$ cat config.mk
export PLATFORM = sky130hd
export DESIGN_NAME = raster_timing
export DESIGN_NICKNAME = d
export VERILOG_FILES = /design/src/rtl/raster_pkg.sv /design/src/rtl/raster_cfg_regs.sv /design/src/rtl/raster_counters.sv /design/src/rtl/raster_status_enc.sv /design/src/rtl/raster_timing.sv
export SDC_FILE = /design/constraint.sdc
export NUM_CORES = 1
export LEC_CHECK = 0
export BUFFER_PORTS_ARGS = -buffer_cell sky130_fd_sc_hd__buf_2
export CORE_MARGIN = 3
export CORE_UTILIZATION = 52
export DETAILED_ROUTE_END_ITERATION = 7
export PLACE_DENSITY = 0.74
export SYNTH_ARGS = -nofsm -noshare
export SYNTH_HDL_FRONTEND = slang
export SYNTH_SLANG_ARGS = --single-unit
$ cat constraint.sdc
create_clock -name clk -period 2.4 [get_ports clk]
set_input_delay 0.48 -clock clk [delete_from_list [all_inputs] [get_ports clk]]
set_output_delay 0.48 -clock clk [all_outputs]
set_load 0.05 [all_outputs]
$ cat src/rtl/raster_pkg.sv
package raster_pkg;
  localparam int DOT_W    = 10;
  localparam int LINE_W   = 10;
  localparam int DATA_W   = 32;
  localparam int STATUS_W = 16;

  typedef enum logic [1:0] {
    SEL_TOTAL    = 2'd0,
    SEL_SYNCCFG  = 2'd1,
    SEL_SYNCTIME = 2'd2,
    SEL_HPOS     = 2'd3
  } reg_sel_e;

  localparam int ST_FIELD     = 10;
  localparam int ST_ACTIVE    = 11;
  localparam int ST_HSYNC_OFF = 12;
  localparam int ST_VSYNC_OFF = 13;

  localparam logic [DATA_W-1:0] RST_TOTAL    = 32'h0270_035F;
  localparam logic [DATA_W-1:0] RST_SYNCTIME = 32'h07D6_A53F;

  typedef struct packed {
    logic [LINE_W-1:0] line_max;
    logic [DOT_W-1:0]  dot_max;
    logic              interlace;
    logic [3:0]        vs_lines;
    logic [6:0]        hs_half;
    logic [DOT_W-1:0]  fp_dots;
  } raster_cfg_t;
endpackage

$ cat src/rtl/raster_cfg_regs.sv
module raster_cfg_regs
  import raster_pkg::*;
(
  input  logic              clk,
  input  logic              rst,
  input  logic              wr_en,
  input  logic [1:0]        wr_sel,
  input  logic [DATA_W-1:0] wr_data,
  output raster_cfg_t       cfg_o,
  output logic              total_wr_o
);
  raster_cfg_t cfg_q;

  assign total_wr_o = wr_en && (wr_sel == SEL_TOTAL);
  assign cfg_o      = cfg_q;

  always_ff @(posedge clk) begin
    if (rst) begin
      cfg_q.line_max  <= RST_TOTAL[16 +: LINE_W];
      cfg_q.dot_max   <= RST_TOTAL[0 +: DOT_W];
      cfg_q.interlace <= 1'b0;
      cfg_q.vs_lines  <= RST_SYNCTIME[11:8];
      cfg_q.hs_half   <= RST_SYNCTIME[6:0];
      cfg_q.fp_dots   <= '0;
    end else if (wr_en) begin
      case (reg_sel_e'(wr_sel))
        SEL_TOTAL: begin
          cfg_q.line_max <= wr_data[16 +: LINE_W];
          cfg_q.dot_max  <= wr_data[0 +: DOT_W];
        end
        SEL_SYNCCFG:  cfg_q.interlace <= wr_data[4];
        SEL_SYNCTIME: begin
          cfg_q.vs_lines <= wr_data[11:8];
          cfg_q.hs_half  <= wr_data[6:0];
        end
        default:      cfg_q.fp_dots <= wr_data[0 +: DOT_W];
      endcase
    end
  end
endmodule

$ cat src/rtl/raster_counters.sv
module raster_counters
  import raster_pkg::*;
#(
  parameter int RETRACE_END = 42
) (
  input  logic              clk,
  input  logic              rst,
  input  raster_cfg_t       cfg,
  input  logic              total_wr,
  output logic [DOT_W-1:0]  dot_o,
  output logic [LINE_W-1:0] line_o,
  output logic              field_o,
  output logic              frame_o
);
  localparam logic [LINE_W-1:0] END_LINE = LINE_W'(RETRACE_END);

  logic [DOT_W-1:0]  dot_q, dot_n;
  logic [LINE_W-1:0] line_q, line_n;
  logic              field_q, field_n, hit;

  always_comb begin
    dot_n   = dot_q;
    line_n  = line_q;
    field_n = field_q;
    hit     = 1'b0;
    if (total_wr) begin
      dot_n = '0;
    end else if (cfg.dot_max != '0) begin
      if (dot_q >= cfg.dot_max) begin
        dot_n = '0;
        if (line_q >= cfg.line_max) begin
          line_n = '0;
          if (cfg.interlace) field_n = ~field_q;
        end else begin
          line_n = line_q + LINE_W'(1);
          hit    = (line_q + LINE_W'(1)) == END_LINE;
        end
      end else begin
        dot_n = dot_q + DOT_W'(1);
      end
    end
  end

  always_ff @(posedge clk) begin
    if (rst) begin
      dot_q   <= '0;
      line_q  <= '0;
      field_q <= 1'b0;
      frame_o <= 1'b0;
    end else begin
      dot_q   <= dot_n;
      line_q  <= line_n;
      field_q <= field_n;
      frame_o <= hit;
    end
  end

  assign dot_o   = dot_q;
  assign line_o  = line_q;
  assign field_o = field_q;
endmodule

$ cat src/rtl/raster_status_enc.sv
module raster_status_enc
  import raster_pkg::*;
#(
  parameter int BACK_PORCH = 4
) (
  input  logic                clk,
  input  logic                rst,
  input  raster_cfg_t         cfg,
  input  logic [LINE_W-1:0]   line_i,
  input  logic [DOT_W-1:0]    dot_i,
  input  logic                field_i,
  output logic [STATUS_W-1:0] status_o
);
  localparam int CW = DOT_W + 2;

  logic [CW-1:0]       dot_x, hs_width, fp_width, line_len, dot_plus_bp;
  logic                past_vs, matching;
  logic [STATUS_W-1:0] st;

  always_comb begin
    dot_x       = CW'(dot_i);
    hs_width    = (CW'(cfg.hs_half) + CW'(1)) << 1;
    fp_width    = CW'(cfg.fp_dots) + CW'(1);
    line_len    = CW'(cfg.dot_max) + CW'(1);
    dot_plus_bp = dot_x + CW'(BACK_PORCH);
    past_vs     = line_i >= LINE_W'(cfg.vs_lines);
    matching    = line_i[0] == field_i;

    st = '0;
    st[LINE_W-1:0] = line_i;
    st[ST_FIELD]   = field_i;
    if (matching) begin
      st[ST_HSYNC_OFF] = dot_x > hs_width;
      if (past_vs) begin
        st[ST_VSYNC_OFF] = 1'b1;
        st[ST_ACTIVE]    = dot_x > fp_width;
      end
    end else begin
      st[ST_HSYNC_OFF] = 1'b1;
      if (past_vs) begin
        st[ST_VSYNC_OFF] = 1'b1;
        st[ST_ACTIVE]    = dot_plus_bp < line_len;
      end
    end
  end

  always_ff @(posedge clk) begin
    if (rst) status_o <= '0;
    else     status_o <= st;
  end
endmodule

$ cat src/rtl/raster_timing.sv
module raster_timing
  import raster_pkg::*;
#(
  parameter int RETRACE_END = 42,
  parameter int BACK_PORCH  = 4
) (
  input  logic                clk,
  input  logic                rst,
  input  logic                wr_en,
  input  logic [1:0]          wr_sel,
  input  logic [DATA_W-1:0]   wr_data,
  output logic [LINE_W-1:0]   line_o,
  output logic [DOT_W-1:0]    dot_o,
  output logic [STATUS_W-1:0] status_o,
  output logic                frame_o
);
  raster_cfg_t cfg;
  logic        total_wr;
  logic        field;

  raster_cfg_regs u_regs (
    .clk(clk), .rst(rst), .wr_en(wr_en), .wr_sel(wr_sel), .wr_data(wr_data),
    .cfg_o(cfg), .total_wr_o(total_wr)
  );

  raster_counters #(.RETRACE_END(RETRACE_END)) u_cnt (
    .clk(clk), .rst(rst), .cfg(cfg), .total_wr(total_wr),
    .dot_o(dot_o), .line_o(line_o), .field_o(field), .frame_o(frame_o)
  );

  raster_status_enc #(.BACK_PORCH(BACK_PORCH)) u_stat (
    .clk(clk), .rst(rst), .cfg(cfg), .line_i(line_o), .dot_i(dot_o),
    .field_i(field), .status_o(status_o)
  );
endmodule

==> results of run 1 <==
[state kept, by name, summed over array words and instances (netlist names)]
register,cells
u_stat.status_o,14
u_cnt.field_o,1
u_cnt.line_o,10
u_cnt.dot_o,10
u_cnt.frame_o,1
u_regs.cfg_o,42
[metrics by stage]
stage / util / instance area (µm²)
after floorplan: - / 4860
after global placement: 0.596 / 5300
after detailed placement: 0.596 / 5300
after CTS: 0.618 / 5490
after global routing: 0.626 / 5570
final: 0.626 / 5570
[worst register-to-register path, delay by kind of cell, from the launching register on]
family	cells	cell delay, ps
and+or+nand+nor	3	460
DFF	1	340
buffers and inverters	2	200
AOI/OAI and AO/OA	3	950
adders and majority gates	1	290
[repair_timing]
item                       in CTS  in global routing
setup endpoints to repair       1                 17
gates cloned                    0                  0
resized for setup               1                 15
hold endpoints to repair        0                  0
pin swaps                       0                  2
setup buffers                   0                  5
[per-layer routing]
layer,share of wire,vias to the layer above
li1,-,2131
met1,0.42,1983
met2,0.50,121
met3,0.054,27
met4,0.026,0
met5,0,-
[Yosys cell counts (3+ instances only)]
cell type	number
nand2_1	86
dfxtp_1	78
ha_1	61
nor2_1	41
a21oi_1	39
inv_1	37
nand3_1	30
xnor2_1	23
xor2_1	17
a211o_1	15
clkbuf_1	15
o21ai_0	15
buf_4	12
nor2b_1	12
nand3b_1	9
nor3_1	9
a21o_1	7
and3_1	7
and4_1	6
nand4_1	5
a211oi_1	4
a31oi_1	4
buf_2	4
nand2b_1	3
nor4_1	3
o21bai_1	3
or3_1	3
[worst min-delay path by stage]
stage / to / slack (ps)
floorplan: u_regs.cfg_o[18] / 440
detailed placement: u_regs.cfg_o[35] / 450
global route: u_regs.cfg_o[36] / 320
global placement: u_regs.cfg_o[33] / 440
finish: u_regs.cfg_o[41] / 330
CTS: u_regs.cfg_o[41] / 320
[kinds of logic after synthesis]
group	share of synthesized area
muxes	0.00516
xor gates and xnor gates	0.0722
AOI/OAI and AO/OA	0.140
adders and majority gates	0.157
other	0.000773
DFF	0.322
buffers and inverters	0.0688
and+or+nand+nor	0.234
[power by group]
group | total [mW] | switching (mW) | internal [mW] | leakage, nW
logic | 0.407 | 0.238 | 0.169 | 1.90
registers | 1.36 | 0.0296 | 1.33 | 0.635
clock network | 0.954 | 0.512 | 0.441 | 0.0926
[cell type report]
| cell class | instances | area, µm² |
|---|---|---|
| inverters | 37 | 139 |
| clock inverters | 5 | 41.3 |
| repair buffers | 90 | 523 |
| well taps | 108 | 135 |
| fillers | 765 | 3320 |
| flip-flops and latches | 78 | 1570 |
| multi-input cells | 435 | 3010 |
| clock buffers | 11 | 151 |
==> impl_results.md, run 1 <==
* Fmax at 0.426 GHz
* Hold WC Path Type: primary input to register
* Reg-to-Reg End: u_cnt.line_o[9]
* Worst hold start: wr_data[25]
* Worst-Skew Late Latency at 350 ps
* Largest net degree at the start of global routing at 43
* Reg-to-reg startpoint: u_regs.cfg_o[25]
* Worst Path Max Fanout at 15
* Yosys reg bits at 78
* Routed wire per std cell at 15.6 µm
* Worst Path Buf+Inv at 2
* Synth Instances at 583
* Top post-synthesis cells by area: dfxtp_1 32%, ha_1 16%, nand2_1 6.7%
* CTS Hold Buffers Added at 0
* Setup TNS Final at 0 ps
* Worst hold slack at 328 ps
* Leakage at 2.63 nW
* DRC Markers at 0
* Ports at 74
* Hpwl dp at 9.17 mm
* Core ar. at 0.00889 mm²
* Synth top area share at 0.322
* Crit path capture type: register
* Commonest non-fill, non-tap cell in the layout: nand2_1
* Clk slew on worst S/H paths at 90 ps
* Detail Route Antenna Nets at 0
* Cells on Worst Hold Path at 2
* Synth-to-layout area growth at 14.7%
* Total wire length at 11.9 mm
* Register area share after synthesis at 0.322
* Top delay family on crit path: compound AO/OA/AOI/OAI gates
* Clk sink count at 78
* GRT overflow at 0
* Overall power at 2.72 mW
* Busiest grt layer: met2
* Global Route met3 Usage at 0.0447
* Gr usage total at 0.238
* Placer Congestion at 0.888
* Antenna diodes at 0
* Die width at 103 µm
* Global-route wire length before repair at 19.7 mm
* Port Buffers at 61
* Clock Tree Root: clkbuf_8
* Initial drt markers at 214
* Status: finished clean
* Worst setup margin at 55.2 ps
* YS warnings at 0
* DR pass1 iterations at 6
* Ys async rst share at 0
* Final Cycle Share at 0.977
* Layout cells sized above 1 at 0.210
* Minimum clock period at 2340 ps
* Met2 GRT Util at 0.414
* Critical Path RT at 2650 ps
* RSZ-0062 raised after global routing: true
* Most frequent cells in the layout: 85 x nand2_1, 68 x dfxtp_1, 61 x buf_2
* Number of distinct library cells after synthesis at 57
* Worst setup path endpoint: u_cnt.line_o[9]
* Post-synth EDFFs at 0
* Clk_skew at 11.8 ps
* Initial core utilization at 0.546
* # H-tree levels at 3
* Placed Cells at 743
* Prevailing post-synth register cell: dfxtp_1
* Relative slew margins at 0.503
* Crit path kind: register to register
* Pre-CTS setup slack at 0.0993 ps
* Initial antenna violation count at 1
* Number of global-route vias before repair at 4,079
* Height of the die at 103 µm
* Vias/cell at 5.58
* Non-Filler Instances at 764
* R2R Setup Slk at 60 ps
* Crit start category: register
* Hold Vio Cnt, Final at 0
* Mapped Avg Cell Area at 8.32 µm²
* Critical path's slowest cell: dfxtp_2
* Post-synth top area cell: dfxtp_1
* Met1 usage at 0.294
* Clock buffer depth at 2
* Slew Limit Fails at 0
* Worst Setup SP: u_regs.cfg_o[25]
* CTS tree: done
* Die area at 0.0105 mm²
* Cell breakdown of the critical path: inv_1 > buf_4 > ha_1 > and3_4 > o311a_1 > o31a_4 > nand4_4 > nor3_1 > a211o_1
* FF-to-FF path depth at 9
* Netlist Area Pre-Place at 0.00485 mm²
* WP depth at 9
* Finish-stage setup viols at 0
* Worst Path Arrival at 2590 ps
* TritonCTS buffer count at 9
* Power per cell area at 488 mW/mm²
* Max cap viols at 0
* Final nets at 749
* Via count at 4,262
* Slowest stage delay, CP at 340 ps
* Peak VDD IR at 302 µV
* Rows at 34
* Worst-Margin Slew at 742 ps
Power figures use the tool's default switching activity.
==> run 2, diff against run 1 <==
--- a/config.mk
+++ b/config.mk
@@ -9,7 +9,8 @@
 export CORE_MARGIN = 3
 export CORE_UTILIZATION = 52
 export DETAILED_ROUTE_END_ITERATION = 7
-export PLACE_DENSITY = 0.74
+export PLACE_DENSITY = 0.73
 export SYNTH_ARGS = -nofsm -noshare
 export SYNTH_HDL_FRONTEND = slang
+export SYNTH_HIERARCHICAL = 1
 export SYNTH_SLANG_ARGS = --single-unit
==> run 2 against run 1 <==
  * Sequential share of layout area decreased by 1.9 points
  * Critical path depth decreased by 1
  * Utilization increased by 1.1 points
  * Design area increased by 7.2%
  * Register-to-register slack improved by 40 ps
  * Sequential cell count unchanged
  * First-iteration DRC count decreased by 4.7%
  * Critical endpoint is now u_stat/status_o[11]
  * Largest cell class unchanged
  * Highest routed layer unchanged
==> impl_results.md, run 2 <==
* Status: finished clean
* Xor/xnor cell area share of the yosys netlist at 0.0634
* Filler cells at 823
* DR pass1 iterations at 5
* Mux contribution to synthesized area at 0.0904
* Finish-stage setup viols at 0
* Netlist Area Pre-Place at 0.00511 mm²
* GRT overflow at 0
* Max cap viols at 0
* CTS tree: done
* Most frequent cells in the layout: 69 x dfxtp_1, 61 x buf_2, 59 x nor2_1, 59 x ha_1, 47 x inv_1
* Clk_skew at 10.1 ps
* # H-tree levels at 3
* Post-synthesis simple-gate area fraction at 0.249
* Layout cells sized above 1 at 0.215
* Largest net degree at the start of global routing at 35
* Crit start category: register
* Pre-CTS setup slack at 84.2 ps
* Critical Path RT at 2680 ps
* Core ar. at 0.00937 mm²
* Reg-to-reg startpoint: u_regs/cfg_o[22]
* Peak VDD IR at 306 µV
* Fmax at 0.434 GHz
* TritonCTS buffer count at 9
* Finished Core Util at 0.637
* Design area at 0.00597 mm²
* Post-synth top area cell: dfxtp_1
* Initial antenna violation count at 0
* YS warnings at 6
* Die area at 0.0110 mm²
* Placed cell areas at 0.00575 mm²
* Final Cycle Share at 0.960
* Top post-synthesis cells by area: dfxtp_1 31%, ha_1 14%, mux2i_1 8.8%
* Height of the die at 105 µm
* Worst-Skew Late Latency at 360 ps
* Worst setup margin at 95.2 ps
* Synth-to-layout area growth at 16.9%
* Reg-to-Reg End: u_stat/status_o[11]
* Detail Route Antenna Nets at 0
* Commonest non-fill, non-tap cell in the layout: dfxtp_1
* Largest register FFs at 42
* RSZ-0062 raised after global routing: false
* Crit path kind: register to register
* Hpwl dp at 9.60 mm
* Ys async rst share at 0
* Hold WC Path Type: primary input to register
* Ports at 74
* Mapped Avg Cell Area at 8.96 µm²
* Commonest cells in the netlist: 78 x dfxtp_1, 59 x ha_1, 59 x nor2_1
* Crit path capture type: register
* Register area at 0.00158 mm²
* Cells on Worst Hold Path at 3
* Clock Tree Root: clkbuf_8
* Placer Congestion at 0.929
* R2R Setup Slk at 100 ps
* Vias/cell at 5.47
* Initial core utilization at 0.545
* Synth top area share at 0.306
* Final nets at 757
* Minimum clock period at 2300 ps
* Setup TNS Final at 0 ps
* Top-count cell post-synth: dfxtp_1
* Hold Vio Cnt, Final at 0
* Post-synth EDFFs at 0
* Via count at 4,345
* Worst hold start: wr_data[20]
* Number of distinct library cells after synthesis at 57
* Combinational family with the most area after synthesis: simple AND/OR/NAND/NOR gates
* Relative slew margins at 0.575
* Worst-Margin Slew at 638 ps
* Clk sink count at 78
* Gr usage total at 0.232
* Clock buffer depth at 2
* Post-CTS Setup Inserts at 0
* Worst Path Max Fanout at 8
* Yosys reg bits at 78
* Total wire length at 12.5 mm
* Synth Area in Compound Gates at 0.0882
* Port Buffers at 61
* Rows at 35
* DRC Markers at 0
* Synth Instances at 570
* Multi-input logic area at 0.00326 mm²
* FF-to-FF path depth at 8
* Number of global-route vias before repair at 4,320
* Power per cell area at 465 mW/mm²
* Initial drt markers at 204
* Antenna diodes at 0
* Global-route wire length before repair at 20.9 mm
* Die width at 105 µm
* Leakage at 2.75 nW
* Adder-Cell Fraction of Synth Area at 0.145
* Slew Limit Fails at 0
* Min-Delay Endpoint: u_regs/cfg_o[36]
* Register area share after synthesis at 0.306
* Prevailing post-synth register cell: dfxtp_1
* Worst Path Arrival at 2580 ps
* Worst hold slack at 381 ps
* Clk slew on worst S/H paths at 90 ps
* Routed wire per std cell at 15.8 µm
[run 2: how the worst max path moves through the flow]
stage / cells after the start / start / end
2_1_floorplan: 7 / u_cnt/line_o[7] / u_cnt/field_o
3_3_place_gp: 10 / u_regs/cfg_o[26] / u_stat/status_o[11]
3_5_place_dp: 11 / u_regs/cfg_o[3] / u_stat/status_o[11]
4_1_cts: 11 / u_regs/cfg_o[3] / u_stat/status_o[11]
5_1_grt: 9 / u_regs/cfg_o[22] / u_stat/status_o[11]
6_report: 8 / u_regs/cfg_o[22] / u_stat/status_o[11]
[run 2: metal layers]
layer  share of wire  vias to the layer above  GRT usage
li1                -                     2164          -
met1            0.48                     2049      0.312
met2            0.46                      109      0.379
met3           0.045                       23     0.0445
met4           0.020                        0     0.0684
met5               0                        -          0
[run 2: what timing repair did]
| item | CTS | global route |
|---|---|---|
| hold endpoints to repair | 0 | 0 |
| endpoints found under the setup margin | 0 | 1 |
| hold buffers | 0 | 0 |
| resized for setup | 0 | 7 |
[run 2: worst max-delay path, cell delays in order (launching register included)]
cell and delay (ps):
dfxtp_1 510, ha_1 270, xnor2_1 130, ha_1 260, a211oi_1 340, a211oi_1 140, o2111ai_1 190, nand4b_1 150
a221oi_2 230
[run 2: stage by stage]
step | power (mW) | cells
2_1_floorplan | 1.65 | 571
3_3_place_gp | 1.75 | 779
3_5_place_dp | 1.77 | 779
4_1_cts | 2.79 | 795
5_1_grt | 2.89 | 795
6_report | 2.77 | 795
[run 2: cell type report]
type	instances	area share
tap	129	0.0270
clock inverter	4	0.00922
sequential	78	0.264
inverter	47	0.0295
timing repair buffer	98	0.0997
multi-input combinational	427	0.546
clock buffer	12	0.0243
[run 2: kinds of logic (layout without fill, tap and decap cells)]
logic type,after synthesis,in the layout
XOR/XNOR,37,37
AO/OA/AOI/OAI,61,61
adder cells (fa/ha/maj),59,59
buffers and inverters,66,161
other,1,2
multiplexers,46,46
flip-flops,78,78
AND/OR/NAND/NOR,222,222
[run 2: power breakdown]
group / total [mW] / switching, mW / internal (mW)
Combinational: 0.398 / 0.228 / 0.171
Clock: 1.03 / 0.509 / 0.516
Sequential: 1.35 / 0.0277 / 1.32
